$ cat config.mk
export PLATFORM = sky130hd
export DESIGN_NAME = lcd_irq_status
export DESIGN_NICKNAME = d
export VERILOG_FILES = /design/src/rtl/lcd_irq_status.sv
export SDC_FILE = /design/constraint.sdc
export NUM_CORES = 1
export LEC_CHECK = 0
export CAP_MARGIN = 30
export CORE_UTILIZATION = 65
export DETAILED_ROUTE_END_ITERATION = 8
export DONT_BUFFER_PORTS = 1
export PLACE_DENSITY = 0.87
export SYNTH_ARGS = -nofsm -noshare
export SYNTH_HDL_FRONTEND = slang
export SYNTH_SLANG_ARGS = --single-unit
$ cat constraint.sdc
create_clock -name clk_i -period 3 [get_ports clk_i]
set_input_delay 0.3 -clock clk_i [delete_from_list [all_inputs] [get_ports clk_i]]
set_output_delay 0.3 -clock clk_i [all_outputs]
set_load 0.02 [all_outputs]
$ cat src/rtl/lcd_irq_status.sv
module lcd_irq_status #(
  parameter int ADDR_W = 8,
  parameter int DATA_W = 32,
  parameter logic [ADDR_W-1:0] MASK_OFS  = 8'h1C,
  parameter logic [ADDR_W-1:0] STAT_OFS  = 8'h20,
  parameter logic [ADDR_W-1:0] MSTAT_OFS = 8'h24
) (
  input  logic              clk_i,
  input  logic              rst_ni,
  input  logic              bus_sel_i,
  input  logic              bus_wr_i,
  input  logic [ADDR_W-1:0] bus_addr_i,
  input  logic [DATA_W-1:0] bus_wdata_i,
  output logic [DATA_W-1:0] bus_rdata_o,
  input  logic [1:0]        vsel_i,
  input  logic [1:0]        vphase_i,
  input  logic              upper_load_i,
  input  logic              lower_load_i,
  input  logic              upper_uf_i,
  input  logic              lower_uf_i,
  input  logic              mst_err_i,
  output logic              err_state_o,
  output logic              irq_o
);

  logic [4:1]        stat_q, mask_q;
  logic [1:0]        phase_q;
  logic [DATA_W-1:0] rdata_q, rd_word;
  logic              unused_wdata;

  wire wr_stat = bus_sel_i && bus_wr_i && (bus_addr_i == STAT_OFS);
  wire wr_mask = bus_sel_i && bus_wr_i && (bus_addr_i == MASK_OFS);
  wire rd_en   = bus_sel_i && !bus_wr_i;

  wire       vcmp_hit = (vphase_i == vsel_i) && (phase_q != vsel_i);
  wire [4:1] set_v = {mst_err_i, vcmp_hit,
                      upper_load_i | lower_load_i,
                      upper_uf_i | lower_uf_i};
  wire [4:1] clr_v = wr_stat ? bus_wdata_i[4:1] : 4'b0;

  assign unused_wdata = ^{bus_wdata_i[DATA_W-1:5], bus_wdata_i[0]};

  always_comb begin
    rd_word = '0;
    if (bus_addr_i == STAT_OFS)       rd_word[4:1] = stat_q;
    else if (bus_addr_i == MASK_OFS)  rd_word[4:1] = mask_q;
    else if (bus_addr_i == MSTAT_OFS) rd_word[4:1] = stat_q & mask_q;
  end

  always_ff @(posedge clk_i) begin
    if (!rst_ni) begin
      stat_q  <= '0;
      mask_q  <= '0;
      phase_q <= '0;
      rdata_q <= '0;
    end else begin
      stat_q  <= (stat_q & ~clr_v) | set_v;
      phase_q <= vphase_i;
      rdata_q <= rd_en ? rd_word : '0;
      if (wr_mask) mask_q <= bus_wdata_i[4:1];
    end
  end

  assign bus_rdata_o = rdata_q;
  assign err_state_o = stat_q[4];
  assign irq_o       = |(stat_q & mask_q);

endmodule


==> results.py <==
metrics = {
    "global_route": {
        "grt_max_degree": 17,
        "grt-ovfl-total": 0,
        "grt_first_pass_wirelength_um": 2097,
        "antenna_found_initial": 0,
        "globalRouteTotalUtil_pct": 20.53,
        "grt_pass1_vias": 533,
    },
    "drt": {
        "drtIter0Drc": 28,
        "routed-via-count": 654,
        "vias_per_cell": 5.687,
        "drc": 0,
        "antenna_left": 0,
        "wl_per_cell_um": 12.74,
        "drt-total-wl_um": 1465,
        "drtPass1Iterations": 4,
    },
    "floorplan": {
        "start_util_pct": 74.68,
        "ioPinCount": 87,
        "core_area_mm2": 0.001186,
        "die_area_mm2": 0.001514,
        "num_rows": 12,
        "die_y_um": 38.92,
        "dieWidth_um": 38.92,
    },
    "clock_network": {
        "post-cts-setup-buffers": 0,
        "cts_resized": 0,
        "cts_sinks": 14,
        "clk_root_buffer_cell": "clkbuf_4",
        "holdBufCountCts": 0,
        "numCtsBuffers": 3,
        "cts_tree": "built",
        "clk_pin_slew_ns": 0.08,
        "h-tree-depth": 1,
        "cts_buffer_depth": 2,
        "clk_latency_ns": 0.27,
    },
    "power_and_ir_drop": {
        "p_sw_share_pct": 28.12,
        "p_leak_nw": 0.3708,
        "p_comb_share_pct": 14.0,
        "power_density_mw_per_mm2": 469.3,
        "seqPwrFrac_pct": 51.4,
        "p_clk_share_pct": 34.6,
        "p_sw_w": 0.0001086,
        "p_int_w": 0.0002778,
        "vdd_drop_max_v": 0.0002796,
    },
    "setup_path": {
        "arrival_ns": 1.10,
        "cp-end-kind": "output port",
        "setup.worst_path.class": "flop to output port",
        "required_ns": 2.70,
        "worstSetupStartpointType": "flop",
        "path_max_fanout": 5,
    },
    "sta": {
        "fin_tns_setup_ns": 0,
        "timing.fmax_ghz": 0.7154,
        "worst_slew_pin_slew_ns": 0.5686,
        "rsz0062_at_grt": "no",
        "finalHoldViolations": 0,
        "setup_violations": 0,
        "fin_skew_ns": 0.0004427,
        "final-max-slew-violation-count": 0,
        "slew_headroom_pct": 62.01,
        "fin_crit_sh_pct": 46.60,
        "setup_slack_ns": 1.602,
        "fin_crit_ns": 1.398,
    },
    "synthesis": {
        "async_reset_ff_share_pct": 0,
        "synth_fa_ha_area_share_pct": 0,
        "synth.distinct_cells": 27,
        "syn_inst": 100,
        "yosys-mux-area-fraction_pct": 4.520,
        "synthFlopType": "dfxtp_1",
        "synth_seq_area_share_pct": 31.64,
        "ys_ff_latch": 14,
        "avgSynthCellArea_um2": 8.859,
        "yosysWarnings": 0,
        "synth_compound_gate_area_share_pct": 15.40,
        "syn_area_um2": 885.9,
        "synth-simple-area-share_pct": 18.64,
        "synth_xor_area_share_pct": 3.955,
        "synth_top_family_by_area": "buffers and inverters",
        "synth-edff-count": 0,
    },
    "placed_design": {
        "hpwl_um": 1117,
        "gp_congestion": 0.8055,
        "io_buffers": 0,
        "pre_cts_ws_ns": 1.341,
    },
    "layout": {
        "fin_nets": 155,
        "n_fill_cell": 95,
        "drive_above_1_share_pct": 5.941,
        "insertedDiodeCount": 0,
        "area_growth_pct": -7.062,
    },
    "job": {
        "cap_violations": 0,
    },
    "min_path": {
        "min_path_type": "input pin to flop",
    },
    "status": {
        "status": "finished, final reports clean",
    },
}
-- final timing paths --
path / startpoint / end / slack, ns / cells past startpoint
hold / removal: bus_wdata_i[2] / stat_q[2]$_SDFF_PN0_ / 0.11 / 1
setup reg to reg: stat_q[4]$_SDFF_PN0_ / bus_rdata_o[4]$_SDFF_PN0_ / 2.05 / 2
setup / recovery: stat_q[4]$_SDFF_PN0_ / irq_o / 1.60 / 2
hold reg to reg: mask_q[2]$_SDFFE_PN0P_ / mask_q[2]$_SDFFE_PN0P_ / 0.49 / 2
-- Yosys cell counts, types with 2 or more instances --
cell / number / share of area [%]
o21ai_0: 2 / 1.1
nand2_1: 11 / 4.7
mux2i_1: 4 / 4.5
xnor2_1: 2 / 2.0
a32o_1: 4 / 4.5
o31ai_1: 2 / 1.7
a21o_1: 4 / 3.4
a22oi_1: 2 / 1.7
buf_4: 28 / 24
nor3_1: 4 / 2.3
nor3b_1: 2 / 1.7
nand3b_1: 2 / 1.7
inv_1: 2 / 0.85
xor2_1: 2 / 2.0
and2_1: 2 / 1.4
a31oi_1: 2 / 1.4
clkbuf_1: 2 / 0.85
dfxtp_1: 14 / 32
-- metal layers --
| metal | GRT usage (%) | wire length [um] |
|---|---|---|
| met3 | 5.202 | 185 |
| met5 | 0 | 0 |
| met4 | 10.34 | 25 |
| met1 | 27.82 | 603 |
| met2 | 29.58 | 650 |
-- cells in the final DEF, fill, tap and decap left out, types with 2 or more instances in the layout --
master and instances:
nor3_1 4, xnor2_1 2, a31oi_1 2, dfxtp_1 14, a21o_1 4, o21ai_0 2
conb_1 28, nand3b_1 2, xor2_1 2, clkbuf_4 3, inv_1 2, a32o_1 4
mux2i_1 4, nand2_1 11, and2_1 2, o31ai_1 2, nor3b_1 2, a22oi_1 2
-- kinds of logic (layout without fill, tap and decap cells) --
kind of cell,count (synthesis),after routing
buf+inv,32,6
xor+xnor,4,4
flops,14,14
simple gates,27,27
compound gates,18,18
other cells,1,28
mux,4,4
-- cell type report --
type / instances / area (um2) / share of cell area, %
Tap cell: 14 / 17.52 / 2.128
Inverter: 2 / 7.507 / 0.9119
Sequential cell: 14 / 280.3 / 34.04
Clock buffer: 4 / 36.28 / 4.407
Multi-Input combinational cell: 81 / 481.7 / 58.51
-- metrics by stage --
step	cells	util (%)	area (um2)	total power (W)	hold slack [ns]
floorplan	127	-	987.2	0.0002823	0.4003
global placement	111	66.35	787.0	0.0002551	0.4008
detailed placement	111	66.35	787.0	0.0002559	0.4031
CTS	115	69.41	823.3	0.0003862	0.1054
global route	115	69.41	823.3	0.0004023	0.1065
finish	115	69.41	823.3	0.0003864	0.1103
-- state kept, by name (all words and copies together), names as in the netlist --
register,count
bus_rdata_o,4
mask_q,4
phase_q,2
stat_q,4
-- power groups by stage --
stage                     Sequential (W)  Combinational [W]  Clock [W]
after floorplan                 0.000201          0.0000810          0
after global placement          0.000203          0.0000525          0
after detailed placement        0.000203          0.0000532          0
after CTS                       0.000198          0.0000535   0.000134
after global routing            0.000199          0.0000594   0.000144
final                           0.000199          0.0000541   0.000134
-- critical path: stages (launching register included) --
cell and delay [ns]:
dfxtp_1 0.51, a22oi_1 0.11, nand2_1 0.21
No activity file was read; power rests on OpenSTA's default activity.
